$ cat config.mk
export PLATFORM = sky130hd
export DESIGN_NAME = panel_cmd_master
export DESIGN_NICKNAME = d
export VERILOG_FILES = /design/src/rtl/pcb_pkg.sv /design/src/rtl/pcb_regs.sv /design/src/rtl/pcb_seq.sv /design/src/rtl/pcb_pins.sv /design/src/rtl/panel_cmd_master.sv
export SDC_FILE = /design/constraint.sdc
export NUM_CORES = 1
export LEC_CHECK = 0
export CAP_MARGIN = 20
export CORE_MARGIN = 4
export CORE_UTILIZATION = 31
export DETAILED_ROUTE_END_ITERATION = 8
export GPL_ROUTABILITY_DRIVEN = 0
export PLACE_DENSITY_LB_ADDON = 0.15
export SYNTH_ARGS = -nofsm -noshare
export SYNTH_HDL_FRONTEND = slang
export SYNTH_SLANG_ARGS = --single-unit
$ cat constraint.sdc
create_clock -name clk -period 2.9 [get_ports clk]
set_input_delay 0.435 -clock clk [delete_from_list [all_inputs] [get_ports clk]]
set_output_delay 0.435 -clock clk [all_outputs]
set_load 0.01 [all_outputs]
$ cat src/rtl/pcb_pkg.sv
package pcb_pkg;
  localparam int unsigned PCB_DW     = 18;
  localparam int unsigned PCB_AW     = 3;
  localparam int unsigned PCB_RW     = 32;

  localparam logic [PCB_AW-1:0] A_CMD  = 3'd0;
  localparam logic [PCB_AW-1:0] A_RDAT = 3'd1;
  localparam logic [PCB_AW-1:0] A_WGO  = 3'd2;
  localparam logic [PCB_AW-1:0] A_RGO  = 3'd3;
  localparam logic [PCB_AW-1:0] A_STAT = 3'd4;

  localparam int unsigned B_WRFLAG = 28;
  localparam int unsigned B_DSEL   = 24;
  localparam int unsigned B_ARM    = 24;
  localparam int unsigned B_GO     = 0;
  localparam int unsigned B_CHAN   = 1;
  localparam int unsigned B_BUSY   = 1;

  typedef enum logic [1:0] {
    PH_IDLE   = 2'd0,
    PH_SETUP  = 2'd1,
    PH_STROBE = 2'd2,
    PH_HOLD   = 2'd3
  } phase_e;

  typedef struct packed {
    logic              is_read;
    logic              sub;
    logic              rs;
    logic [PCB_DW-1:0] val;
  } op_t;
endpackage

$ cat src/rtl/pcb_regs.sv
module pcb_regs
  import pcb_pkg::*;
(
  input  logic              clk,
  input  logic              rst_n,
  input  logic [PCB_AW-1:0] addr,
  input  logic              wr,
  input  logic [PCB_RW-1:0] wdata,
  input  logic              busy,
  input  logic              cap_en,
  input  logic [PCB_DW-1:0] cap_data,
  output logic              launch,
  output op_t               op_new,
  output logic [PCB_RW-1:0] rdata
);
  localparam int unsigned PAD_W = PCB_RW - PCB_DW;

  logic [PCB_RW-1:0] cmd_q, cmd_d;
  logic              arm_q, arm_d;
  logic [PCB_DW-1:0] res_q, res_d;
  logic              wgo_hit, rgo_hit;

  always_comb begin
    wgo_hit = wr && (addr == A_WGO) && wdata[B_GO] && !busy && cmd_q[B_WRFLAG];
    rgo_hit = wr && (addr == A_RGO) && wdata[B_GO] && !busy && arm_q;
    launch  = wgo_hit || rgo_hit;

    op_new.is_read = rgo_hit;
    op_new.sub     = wdata[B_CHAN];
    op_new.rs      = rgo_hit ? 1'b1 : cmd_q[B_DSEL];
    op_new.val     = cmd_q[PCB_DW-1:0];
  end

  always_comb begin
    cmd_d = cmd_q;
    if (wr && (addr == A_CMD)) cmd_d = wdata;

    arm_d = arm_q;
    if (wr && (addr == A_RDAT)) arm_d = wdata[B_ARM];
    else if (rgo_hit)           arm_d = 1'b0;

    res_d = res_q;
    if (cap_en) res_d = cap_data;
  end

  always_ff @(posedge clk or negedge rst_n) begin
    if (!rst_n) begin
      cmd_q <= '0;
      arm_q <= 1'b0;
      res_q <= '0;
    end else begin
      cmd_q <= cmd_d;
      arm_q <= arm_d;
      res_q <= res_d;
    end
  end

  always_comb begin
    case (addr)
      A_CMD:   rdata = cmd_q;
      A_RDAT:  rdata = {{PAD_W{1'b0}}, res_q};
      A_STAT:  rdata = PCB_RW'(busy) << B_BUSY;
      default: rdata = '0;
    endcase
  end

  // a launched read uses up its arming
  p_arm_consumed_r8: assert property (@(posedge clk) disable iff (!rst_n)
    $past(rgo_hit) |-> !arm_q);

  // capture only happens inside a running cycle
  p_capture_in_cycle_r9: assert property (@(posedge clk) disable iff (!rst_n)
    cap_en |-> busy);
endmodule

$ cat src/rtl/pcb_seq.sv
module pcb_seq
  import pcb_pkg::*;
#(
  parameter int unsigned SETUP_CYC  = 2,
  parameter int unsigned STROBE_CYC = 3,
  parameter int unsigned HOLD_CYC   = 2
) (
  input  logic   clk,
  input  logic   rst_n,
  input  logic   launch,
  input  op_t    op_new,
  output phase_e phase,
  output op_t    op_cur,
  output logic   busy,
  output logic   cap_en
);
  localparam int unsigned MAX_A   = (SETUP_CYC > STROBE_CYC) ? SETUP_CYC : STROBE_CYC;
  localparam int unsigned MAX_CYC = (MAX_A > HOLD_CYC) ? MAX_A : HOLD_CYC;
  localparam int unsigned CNT_W   = (MAX_CYC > 1) ? $clog2(MAX_CYC) : 1;

  phase_e            phase_q, phase_d;
  logic [CNT_W-1:0]  cnt_q, cnt_d, last;
  op_t               op_q, op_d;
  logic              done;

  always_comb begin
    case (phase_q)
      PH_SETUP:  last = CNT_W'(SETUP_CYC - 1);
      PH_STROBE: last = CNT_W'(STROBE_CYC - 1);
      PH_HOLD:   last = CNT_W'(HOLD_CYC - 1);
      default:   last = '0;
    endcase
    done = (cnt_q == last);
  end

  always_comb begin
    phase_d = phase_q;
    cnt_d   = cnt_q;
    op_d    = op_q;
    case (phase_q)
      PH_IDLE: begin
        if (launch) begin
          phase_d = PH_SETUP;
          cnt_d   = '0;
          op_d    = op_new;
        end
      end
      PH_SETUP: begin
        if (done) begin phase_d = PH_STROBE; cnt_d = '0; end
        else cnt_d = cnt_q + CNT_W'(1);
      end
      PH_STROBE: begin
        if (done) begin phase_d = PH_HOLD; cnt_d = '0; end
        else cnt_d = cnt_q + CNT_W'(1);
      end
      default: begin
        if (done) begin phase_d = PH_IDLE; cnt_d = '0; end
        else cnt_d = cnt_q + CNT_W'(1);
      end
    endcase
  end

  always_ff @(posedge clk or negedge rst_n) begin
    if (!rst_n) begin
      phase_q <= PH_IDLE;
      cnt_q   <= '0;
      op_q    <= '0;
    end else begin
      phase_q <= phase_d;
      cnt_q   <= cnt_d;
      op_q    <= op_d;
    end
  end

  assign phase  = phase_q;
  assign op_cur = op_q;
  assign busy   = (phase_q != PH_IDLE);
  assign cap_en = (phase_q == PH_STROBE) && done && op_q.is_read;

  // an accepted start enters setup on the next clock
  p_launch_enters_setup_r2: assert property (@(posedge clk) disable iff (!rst_n)
    launch |=> (phase_q == PH_SETUP));

  // strobe phase is only ever entered from setup
  p_strobe_after_setup_r4: assert property (@(posedge clk) disable iff (!rst_n)
    (phase_q == PH_STROBE && $past(phase_q) != PH_STROBE) |-> ($past(phase_q) == PH_SETUP));

  // the register block never requests a launch mid-cycle
  p_no_launch_busy_r6: assert property (@(posedge clk) disable iff (!rst_n)
    (phase_q != PH_IDLE) |-> !launch);

  // the captured operation stays frozen for the whole cycle
  p_op_frozen_r7: assert property (@(posedge clk) disable iff (!rst_n)
    (phase_q != PH_IDLE && $past(phase_q) != PH_IDLE) |-> $stable(op_q));
endmodule

$ cat src/rtl/pcb_pins.sv
module pcb_pins
  import pcb_pkg::*;
(
  input  phase_e            phase,
  input  op_t               op_cur,
  output logic              cs_main_n,
  output logic              cs_sub_n,
  output logic              rs,
  output logic              wr_n,
  output logic              rd_n,
  output logic [PCB_DW-1:0] bus_out,
  output logic              bus_oe
);
  logic active, strobe, drive;

  always_comb begin
    active    = (phase != PH_IDLE);
    strobe    = (phase == PH_STROBE);
    drive     = active && !op_cur.is_read;
    cs_main_n = !(active && !op_cur.sub);
    cs_sub_n  = !(active && op_cur.sub);
    rs        = active && op_cur.rs;
    wr_n      = !(strobe && !op_cur.is_read);
    rd_n      = !(strobe && op_cur.is_read);
    bus_oe    = drive;
    bus_out   = drive ? op_cur.val : '0;
  end
endmodule

$ cat src/rtl/panel_cmd_master.sv
module panel_cmd_master
  import pcb_pkg::*;
#(
  parameter int unsigned SETUP_CYC  = 2,
  parameter int unsigned STROBE_CYC = 3,
  parameter int unsigned HOLD_CYC   = 2
) (
  input  logic              clk,
  input  logic              rst_n,
  input  logic [PCB_AW-1:0] reg_addr,
  input  logic              reg_wr,
  input  logic [PCB_RW-1:0] reg_wdata,
  output logic [PCB_RW-1:0] reg_rdata,
  output logic              busy,
  output logic              cs_main_n,
  output logic              cs_sub_n,
  output logic              rs,
  output logic              wr_n,
  output logic              rd_n,
  output logic [PCB_DW-1:0] bus_out,
  output logic              bus_oe,
  input  logic [PCB_DW-1:0] bus_in
);
  logic   rst_s1, rst_s2;
  logic   launch, cap_en;
  op_t    op_new, op_cur;
  phase_e phase;

  always_ff @(posedge clk or negedge rst_n) begin
    if (!rst_n) begin
      rst_s1 <= 1'b0;
      rst_s2 <= 1'b0;
    end else begin
      rst_s1 <= 1'b1;
      rst_s2 <= rst_s1;
    end
  end

  pcb_regs u_regs (
    .clk      (clk),
    .rst_n    (rst_s2),
    .addr     (reg_addr),
    .wr       (reg_wr),
    .wdata    (reg_wdata),
    .busy     (busy),
    .cap_en   (cap_en),
    .cap_data (bus_in),
    .launch   (launch),
    .op_new   (op_new),
    .rdata    (reg_rdata)
  );

  pcb_seq #(
    .SETUP_CYC  (SETUP_CYC),
    .STROBE_CYC (STROBE_CYC),
    .HOLD_CYC   (HOLD_CYC)
  ) u_seq (
    .clk    (clk),
    .rst_n  (rst_s2),
    .launch (launch),
    .op_new (op_new),
    .phase  (phase),
    .op_cur (op_cur),
    .busy   (busy),
    .cap_en (cap_en)
  );

  pcb_pins u_pins (
    .phase     (phase),
    .op_cur    (op_cur),
    .cs_main_n (cs_main_n),
    .cs_sub_n  (cs_sub_n),
    .rs        (rs),
    .wr_n      (wr_n),
    .rd_n      (rd_n),
    .bus_out   (bus_out),
    .bus_oe    (bus_oe)
  );

  // a strobe pulse always addresses exactly one panel
  p_one_cs_r2: assert property (@(posedge clk) disable iff (!rst_s2)
    (!wr_n || !rd_n) |-> (cs_main_n != cs_sub_n));

  // write and read strobes never overlap
  p_strobes_exclusive_r4: assert property (@(posedge clk) disable iff (!rst_s2)
    !(!wr_n && !rd_n));

  // the bus is released whenever the read strobe is low
  p_read_released_r8: assert property (@(posedge clk) disable iff (!rst_s2)
    !rd_n |-> !bus_oe);
endmodule

==> summary.md, run 1 <==
| Metric | Value |
|---|---|
| Die X | 116 um |
| Overflow after GRT | 0 |
| Outcome | completed |
| Core ar. | 11400 um^2 |
| Final hold vios | 0 |
| PD cells | 743 nW/um^2 |
| IO Pins | 113 |
| Largest net degree at the start of global routing | 77 |
| Setup crit end kind | primary output |
| CTS tree | built |
| Clock Path Buffers | 2 |
| HP Class | reg -> async |
| Synth top area cells | dfrtp_1 54%, mux2_2 16%, mux2_4 7.1% |
| Fraction of layout cells with a size suffix above 1 | 0.259 |
| Yosys top cell area share | 0.544 |
| Worst-Skew Late Latency | 0.33 ns |
| Crit Path Class | in -> out |
| Die H | 116 um |
| Max Fclk | 376 MHz |
| DRT antenna net count | 0 |
| Drt via density | 4.69 |
| Synth Register Bits | 78 |
| Sink Count | 78 |
| Htree depth | 3 |
| Initial core utilization | 0.316 |
| Fin crit period | 2.66 ns |
| Fillers | 1084 |
| Critical-path cell list | clkdlybuf4s50_1 > nor3_4 > buf_12 > a22o_1 > clkdlybuf4s50_1 |
| Biggest area consumer among synthesized cells | dfrtp_1 |
| Routed wire per std cell | 16.6 um |
| RSZ-0062 raised after global routing | no |
| Buf+Inv Stages, Crit Path | 3 |
| CP max FO | 18 |
| Gr usage total | 0.138 |
| Final setup viols | 0 |
| CP delay by family, top | buffers and inverters |
| Seq pwr share | 0.432 |
| Final wirelength | 8.83 mm |
| 1st-iter DRT viols | 73 |
| Synth warn | 0 |
| Vias in the first global route | 2722 |
| Comb pwr share | 0.283 |
| Net switching power of the design | 1.09 mW |
| LEAKAGE | 2.26 nW |
| Int Power | 2.80 mW |
| Dpl ws | 0.229 ns |
| Finished Layout Cells | 533 |
| Syn-to-layout area delta | 45.8% |
| Placement Rows | 39 |
| Worst setup margin | 0.240 ns |
| CP Launch Type | input pin |
| CP most frequent cell | clkdlybuf4s50_1 |
| Met3 Track Usage GR | 0.0366 |
| Max VDD drop | 307 uV |
| Largest stage delay, worst path | 0.55 ns |
| Unique masters post-synth | 34 |
| Max Clock Skew | 0.0106 ns |
| Final slew viol count | 0 |
| Diode count | 0 |
| DIE AREA | 13400 um^2 |
| Post-synthesis cell area | 3590 um^2 |
| Syn Inst Count | 269 |
| Sequential share of the synthesized area | 0.544 |
| IO Port Bufs | 112 |
| # DRC | 0 |
| Met1 Track Usage GR | 0.166 |
| First-pass GRT wire length | 14.2 mm |
| Busiest layer in global routing | met2 |
| Syn avg cell area | 13.3 um^2 |
| CTS Root Cell | clkbuf_16 |
| Grt met2 use | 0.238 |
| Initial antenna violation count | 0 |
| Area of the multi-input gates | 1530 um^2 |
| MaxCap Viol Count | 0 |
| Placed Cells incl. Taps | 516 |
| FF+latch area | 1960 um^2 |
| Switching share of power | 0.280 |
| Num CTS Buffers | 9 |
| CP max stage cell | clkdlybuf4s50_1 |
| CTS clock-pin slew for the worst setup and hold paths | 0.06 ns |
| Tot Pwr | 3.89 mW |
| Critical path arrival | 2.22 ns |
| Nets | 444 |
| TNS Setup | 0 ns |
| CP required | 2.47 ns |
| Pre-antenna DRT Iters | 4 |
| Vias post-DR | 2500 |
| Final period util | 0.917 |
| Final HPWL from detailed placement | 6.16 mm |
| Post-Syn Nets | 328 |
| Clock Power Share | 0.285 |
==> power groups by stage <==
| stage | combinational, mW | sequential (mW) | clock [mW] |
|---|---|---|---|
| after floorplan | 0.755 | 1.62 | 0 |
| after global placement | 1.05 | 1.70 | 0 |
| after detailed placement | 1.08 | 1.72 | 0 |
| after CTS | 1.09 | 1.70 | 1.15 |
| after global routing | 1.21 | 1.73 | 1.20 |
| final | 1.10 | 1.68 | 1.11 |
==> registers in the layout (all words and copies together), names as in the netlist <==
signal	flops
rst_s2	1
rst_s1	1
u_seq.op_cur	21
u_regs.cmd_q	32
u_regs.res_q	18
u_regs.arm_q	1
u_seq.phase	2
u_seq.cnt_q	2
==> cell usage after synthesis <==
cell       n
a21oi_1    3
a221oi_1   1
a22o_1    17
a311oi_1   2
a31o_2     1
a31oi_1    1
and2_1    34
buf_2      7
buf_4      2
buf_6      2
clkbuf_1   6
conb_1     1
dfrtp_1   78
ha_1       3
inv_1      8
mux2_1     1
mux2_2    52
mux2_4    17
mux2i_1    2
nand2_1    5
nand3_1    1
nand4b_1   1
nor2_1     6
nor2_2     1
nor2b_1    1
nor3_1     2
nor3_2     2
o211ai_1   1
o21ai_0    4
o22ai_1    1
o41ai_1    2
or2_2      1
or3_1      1
xor2_1     2
==> cells in the final DEF, fill, tap and decap left out, types with 3 or more instances in the layout <==
master / instances
and2_1: 33
o21ai_0: 4
nor2_1: 6
a21oi_1: 3
mux2_4: 17
clkbuf_16: 9
nand2_1: 5
a22o_1: 17
inv_1: 8
mux2_2: 52
buf_4: 6
clkdlybuf4s50_1: 112
dfrtp_1: 77
==> final cells by class <==
type | count | area share
clock buffer | 11 | 0.0445
clock inverter | 5 | 0.0115
inverter | 8 | 0.00574
multi-input combinational | 166 | 0.292
sequential | 78 | 0.374
tap | 143 | 0.0342
timing repair buffer | 122 | 0.238
==> timing repair <==
action,CTS,global route
setup endpoints to repair,0,13
buffers inserted,0,0
endpoints found under the hold margin,0,0
resized for setup,0,2
hold buffers,0,0
==> through the flow <==
step,util,instance area (um^2),hold slack (ns)
2_1_floorplan,-,3590,0.139
3_3_place_gp,0.431,4900,0.338
3_5_place_dp,0.431,4900,0.343
4_1_cts,0.457,5190,0.247
5_1_grt,0.460,5230,0.163
6_report,0.460,5230,0.145
==> kinds of logic (layout without fill, tap and decap cells) <==
| kind of cell | Yosys count | in the layout | share of synthesized area |
|---|---|---|---|
| XOR/XNOR | 2 | 2 | 0.00488 |
| multiplexers | 72 | 72 | 0.243 |
| adder cells (fa/ha/maj) | 3 | 3 | 0.0105 |
| AO/OA/AOI/OAI | 33 | 33 | 0.0715 |
| buffers and inverters | 25 | 146 | 0.0349 |
| other | 1 | 1 | 0.00105 |
| AND/OR/NAND/NOR | 55 | 55 | 0.0900 |
| flip-flops | 78 | 78 | 0.544 |
==> path summary, 6_finish.rpt <==
path	from	slack [ns]	depth (start not counted)	endpoint
min in group clk	rst_s1	0.35	0	rst_s2
max	reg_addr[2]	0.24	5	reg_rdata[0]
max in group asynchronous	rst_s2	2.17	1	u_regs.cmd_q[27]
min	rst_s2	0.14	0	u_regs.cmd_q[26]
min reg2reg	rst_s2	0.14	0	u_regs.cmd_q[26]
max reg2reg	u_seq.phase[0]	0.61	6	u_seq.op_cur[9]
==> metal layers <==
layer / part of all wire / up-vias
li1: - / 1174
met1: 0.42 / 1258
met2: 0.52 / 59
met5: 0 / -
met4: 0.014 / 0
met3: 0.049 / 9
==> worst register-to-register path: stages, from the launching register on <==
cell and delay (ns):
dfrtp_1 0.44, inv_1 0.16, ha_2 0.31, inv_1 0.19, or3_1 0.45, buf_4 0.28, mux2_4 0.35
Power figures use the tool's default switching activity.
==> inputs of run 2 (changes only) <==
- ABC_AREA: unset -> 1
==> summary.md, run 2 <==
| Metric | Value |
|---|---|
| Drt via density | 4.45 |
| Sink Count | 78 |
| LEAKAGE | 2.41 nW |
| Largest register FFs | 32 |
| Largest stage delay, worst path | 0.57 ns |
| Finished Cell Area | 5140 um^2 |
| Critical path arrival | 2.31 ns |
| PD cells | 846 nW/um^2 |
| Worst setup margin | 0.158 ns |
| Syn avg cell area | 8.15 um^2 |
| Top FF cell, synth | dfrtp_1 |
| IO Pins | 113 |
| Vias post-DR | 3076 |
| DRT antenna net count | 0 |
| Fraction of layout cells with a size suffix above 1 | 0.0598 |
| TNS Setup | 0 ns |
| CP Launch Type | input pin |
| Largest net degree at the start of global routing | 77 |
| CP max FO | 28 |
| CTS tree | built |
| Post-Syn Nets | 498 |
| Fillers | 1159 |
| Initial antenna violation count | 0 |
| Routed wire per std cell | 14.1 um |
| Final period util | 0.946 |
| Worst-Skew Late Latency | 0.33 ns |
| Syn Inst Count | 439 |
| Max Clock Skew | 0.00640 ns |
| Grt met2 use | 0.262 |
| Max Fclk | 365 MHz |
| Synth async-reset ratio | 1.00 |
| Die X | 115 um |
| Gr usage total | 0.155 |
| Crit Path Class | in -> out |
| Clock Path Buffers | 2 |
| Most instantiated library cell after synthesis | nand2_1 |
| CP required | 2.47 ns |
| Busiest layer in global routing | met2 |
| Placed inst area | 4780 um^2 |
| Cells on worst reg2reg path | 6 |
| CTS clock-pin slew for the worst setup and hold paths | 0.06 ns |
| DIE AREA | 13300 um^2 |
| Synth top cells by count | 111 x nand2_1, 78 x dfrtp_1, 63 x inv_1 |
| Slew margin rel. | 0.562 |
| Placement Rows | 38 |
| Core ar. | 11100 um^2 |
| Final wirelength | 9.74 mm |
| Die H | 115 um |
| MaxCap Viol Count | 0 |
| Fin crit period | 2.74 ns |
| Biggest register | u_regs.cmd_q |
| Vias in the first global route | 3329 |
| Final HPWL from detailed placement | 6.87 mm |
| Diode count | 0 |
| 1st-iter DRT viols | 115 |
| Post-synthesis cell area | 3580 um^2 |
| Finished Layout Cells | 692 |
| Met3 Track Usage GR | 0.0386 |
| RSZ-0062 raised after global routing | no |
| CP max stage cell | clkdlybuf4s50_1 |
| First-pass GRT wire length | 16.1 mm |
| IO Port Bufs | 112 |
| # DRC | 0 |
| Worst hold slack | 0.137 ns |
| Setup crit end kind | primary output |
| CP most frequent cell | clkdlybuf4s50_1 |
| FF+latch area | 1960 um^2 |
| Num CTS Buffers | 9 |
| Unique masters post-synth | 24 |
| Outcome | completed |
| Nets | 606 |
| Htree depth | 3 |
| Synth top area cells | dfrtp_1 55%, nand2_1 12%, o21ai_0 7.6% |
| Placed Cells incl. Taps | 675 |
| Critical-path cell list | clkdlybuf4s50_1 > nor2_4 > nand2_4 > inv_6 > nand2_1 > o21ai_0 > clkdlybuf4s50_1 |
| Biggest area consumer among synthesized cells | dfrtp_1 |
| Met1 Track Usage GR | 0.196 |
| Yosys top cell area share | 0.545 |
| Sequential share of the synthesized area | 0.545 |
| HP Class | reg -> async |
| Overflow after GRT | 0 |
| Synth Register Bits | 78 |
| Synth warn | 0 |
| Commonest non-fill, non-tap cells in the layout | 112 x clkdlybuf4s50_1, 110 x nand2_1, 77 x dfrtp_1 |
| Final setup viols | 0 |
| Worst-Margin Slew | 0.656 ns |
| Number of synthesized flops with an enable pin | 0 |
| Area of the multi-input gates | 1260 um^2 |
| Commonest non-fill, non-tap cell in the layout | clkdlybuf4s50_1 |
| Final hold vios | 0 |
| Final slew viol count | 0 |
| Dpl ws | 0.0586 ns |
| CTS Root Cell | clkbuf_16 |
| Max VDD drop | 456 uV |
| Pre-antenna DRT Iters | 4 |
| Hold Buf Count CTS | 0 |
| Syn-to-layout area delta | 43.5% |
| Initial core utilization | 0.323 |
==> run 2: changes by cell type after synthesis, sizes merged, moves of 34 or more <==
| cell | previous run | this run |
|---|---|---|
| and2 | 34 | 0 |
| inv | 8 | 64 |
| mux2 | 70 | 0 |
| nand2 | 5 | 116 |
| nor2 | 7 | 53 |
| o21ai | 4 | 60 |
==> run 2: where the power goes <==
part           total (mW)  internal, mW  switching (mW)  leakage (nW)
logic                1.52         0.700           0.822          1.32
clock network        1.18         0.758           0.426         0.162
registers            1.64          1.48           0.159         0.922
==> run 2: kinds of logic after synthesis <==
group                    Yosys count  synth area share
other                              1           0.00105
XOR/XNOR                           3           0.00734
AO/OA/AOI/OAI                     74             0.104
flip-flops                        78             0.545
buffers and inverters             84             0.103
adder cells (fa/ha/maj)            3            0.0105
AND/OR/NAND/NOR                  196             0.228
==> run 2: worst paths after layout <==
| path | slack (ns) | end | startpoint |
|---|---|---|---|
| setup / recovery | 0.16 | reg_rdata[5] | reg_addr[1] |
| setup reg to reg | 0.94 | u_regs.res_q[5] | u_seq.phase[0] |
| hold / removal | 0.14 | u_seq.phase[0] | rst_s2 |
| min in group clk | 0.36 | rst_s2 | rst_s1 |
| hold reg to reg | 0.14 | u_seq.phase[0] | rst_s2 |
| max in group asynchronous | 2.20 | u_regs.cmd_q[12] | rst_s2 |
==> run 2: layer usage <==
metal / part of all wire / vias up
li1: - / 1570
met4: 0.012 / 0
met2: 0.48 / 81
met5: 0 / -
met3: 0.064 / 10
met1: 0.44 / 1415
==> run 2: repair_timing <==
item	CTS	global route
setup buffers	0	0
resized for setup	0	4
setup endpoints to repair	0	16
==> run 2: metrics by stage <==
step / utilization / power (mW)
floorplan: - / 2.48
global placement: 0.431 / 3.16
finish: 0.464 / 4.35
CTS: 0.460 / 4.41
global route: 0.464 / 4.69
detailed placement: 0.431 / 3.19
==> run 2: layout make-up <==
cell class | instances | area share
sequential | 78 | 0.381
tap | 140 | 0.0341
clock buffer | 13 | 0.0546
clock inverter | 3 | 0.00780
inverter | 65 | 0.0485
multi-input combinational | 277 | 0.246
timing repair buffer | 116 | 0.228
==> run 2: critical path: cells and delay by family <==
| kind | cells | cell delay (ns) |
|---|---|---|
| and+or+nand+nor | 3 | 0.46 |
| buffers and inverters | 3 | 1.29 |
| AOI/OAI and AO/OA | 1 | 0.11 |
==> inputs of run 3 (changes only) <==
- clock period: 2.9 -> 3.1 ns (I/O delays scaled with it)
==> summary.md, run 3 (synthesized netlist as in run 2, its figures left out) <==
| Metric | Value |
|---|---|
| Reg2reg start | u_seq.phase[0] |
| Final setup viols | 0 |
| Busiest layer in global routing | met2 |
| Vias post-DR | 3127 |
| Max Clock Skew | 0.00439 ns |
| Pre-antenna DRT Iters | 4 |
| Fin crit period | 2.94 ns |
| Worst setup endpoint | reg_rdata[14] |
| MaxCap Viol Count | 0 |
| Placed Cells incl. Taps | 675 |
| # DRC | 0 |
| Worst-Skew Late Latency | 0.33 ns |
| Met1 Track Usage GR | 0.193 |
| CTS tree | built |
| Outcome | completed |
| Met3 Track Usage GR | 0.0491 |
| Initial antenna violation count | 0 |
| CP max FO | 18 |
| First-pass GRT wire length | 15.6 mm |
| Core ar. | 11100 um^2 |
| 1st-iter DRT viols | 125 |
| Num CTS Buffers | 9 |
| Critical path arrival | 2.48 ns |
| Worst setup margin | 0.156 ns |
| Placement Rows | 38 |
| Diode count | 0 |
| Setup crit end kind | primary output |
| Final hold vios | 0 |
| Post-CTS Setup Bufs | 0 |
| Worst-Margin Slew | 0.685 ns |
| Cells on worst reg2reg path | 6 |
| Fraction of layout cells with a size suffix above 1 | 0.0507 |
| Max VDD drop | 507 uV |
| FF-to-FF End | u_regs.res_q[10] |
| Final wirelength | 9.80 mm |
| Biggest register | u_regs.cmd_q |
| HP Class | reg -> async |
| Crit Path Class | in -> out |
| Commonest non-fill, non-tap cells in the layout | 112 x clkdlybuf4s50_1, 111 x nand2_1, 77 x dfrtp_1 |
| Largest net degree at the start of global routing | 77 |
| CP required | 2.63 ns |
| Vias in the first global route | 3125 |
| CTS Root Cell | clkbuf_16 |
| IO Pins | 113 |
| IO Port Bufs | 112 |
| CP Launch Point | reg_addr[1] |
| Max Fclk | 340 MHz |
| Initial core utilization | 0.323 |
| Dpl ws | 0.162 ns |
| CP Launch Type | input pin |
| RSZ-0062 raised after global routing | no |
| Grt met2 use | 0.252 |
| Final slew viol count | 0 |
| DIE AREA | 13300 um^2 |
| Nets | 606 |
| Htree depth | 3 |
| Final HPWL from detailed placement | 6.92 mm |
| Sink Count | 78 |
| Fillers | 1134 |
| Slew margin rel. | 0.542 |
| Finished Layout Cells | 692 |
| TNS Setup | 0 ns |
| Gr usage total | 0.152 |
| Clock Path Buffers | 2 |
| CTS clock-pin slew for the worst setup and hold paths | 0.06 ns |
| Final period util | 0.950 |
| LEAKAGE | 2.42 nW |
| Post-CTS resize count | 0 |
| Die X | 115 um |
| Hold Buf Count CTS | 0 |
| PD cells | 811 nW/um^2 |
| Die H | 115 um |
| Syn-to-layout area delta | 44.1% |
| Register-to-register setup slack | 1.15 ns |
| Routed wire per std cell | 14.2 um |
| Largest register FFs | 32 |
| DRT antenna net count | 0 |
| Overflow after GRT | 0 |
| Commonest non-fill, non-tap cell in the layout | clkdlybuf4s50_1 |
| Drt via density | 4.52 |
## run 3: cell type report
cell class	count	area (um^2)	share of cell area
flip-flops and latches	78	1960	0.379
multi-input cells	277	1260	0.244
repair buffers	116	1170	0.227
well taps	140	175	0.0340
inverters	65	246	0.0478
clock inverters	3	90.1	0.0175
clock buffers	13	260	0.0505
## run 3: layer usage
metal,wire length (um),up-vias
li1,-,1563
met1,4200,1470
met2,4920,94
met3,680,0
met4,0,0
met5,0,-
## run 3: worst min path at each step
stage	slack, ns	end	startpoint	cells past startpoint
final	0.14	u_seq.phase[0]	rst_s2	0
after global routing	0.14	u_regs.res_q[0]	rst_s2	0
after CTS	0.29	rst_s2	rst_n	1
after detailed placement	0.34	rst_s2	rst_s1	0
after global placement	0.34	rst_s2	rst_s1	0
after floorplan	0.17	rst_s1	rst_n	0
## run 3: stage by stage
stage                     power [mW]  utilization  hold WS [ns]  cell area, um^2
after floorplan                 2.32            -         0.169             3580
after global placement          2.96        0.431         0.343             4780
after detailed placement        2.99        0.431         0.344             4780
after CTS                       4.25        0.463         0.287             5130
after global routing            4.49        0.465         0.144             5160
final                           4.18        0.465         0.137             5160
## run 3: critical path, stage by stage
cell	delay, ns
clkdlybuf4s50_1	0.49
nor2_4	0.16
nand2_1	0.34
o21ai_0	0.40
clkdlybuf4s50_1	0.61
## run 3: power by group
part           switching [mW]  internal, mW  total [mW]  leakage [nW]
sequential              0.152          1.39        1.54         0.922
combinational           0.771         0.652        1.42          1.32
clock                   0.389         0.831        1.22         0.170
total                    1.31          2.87        4.18          2.42
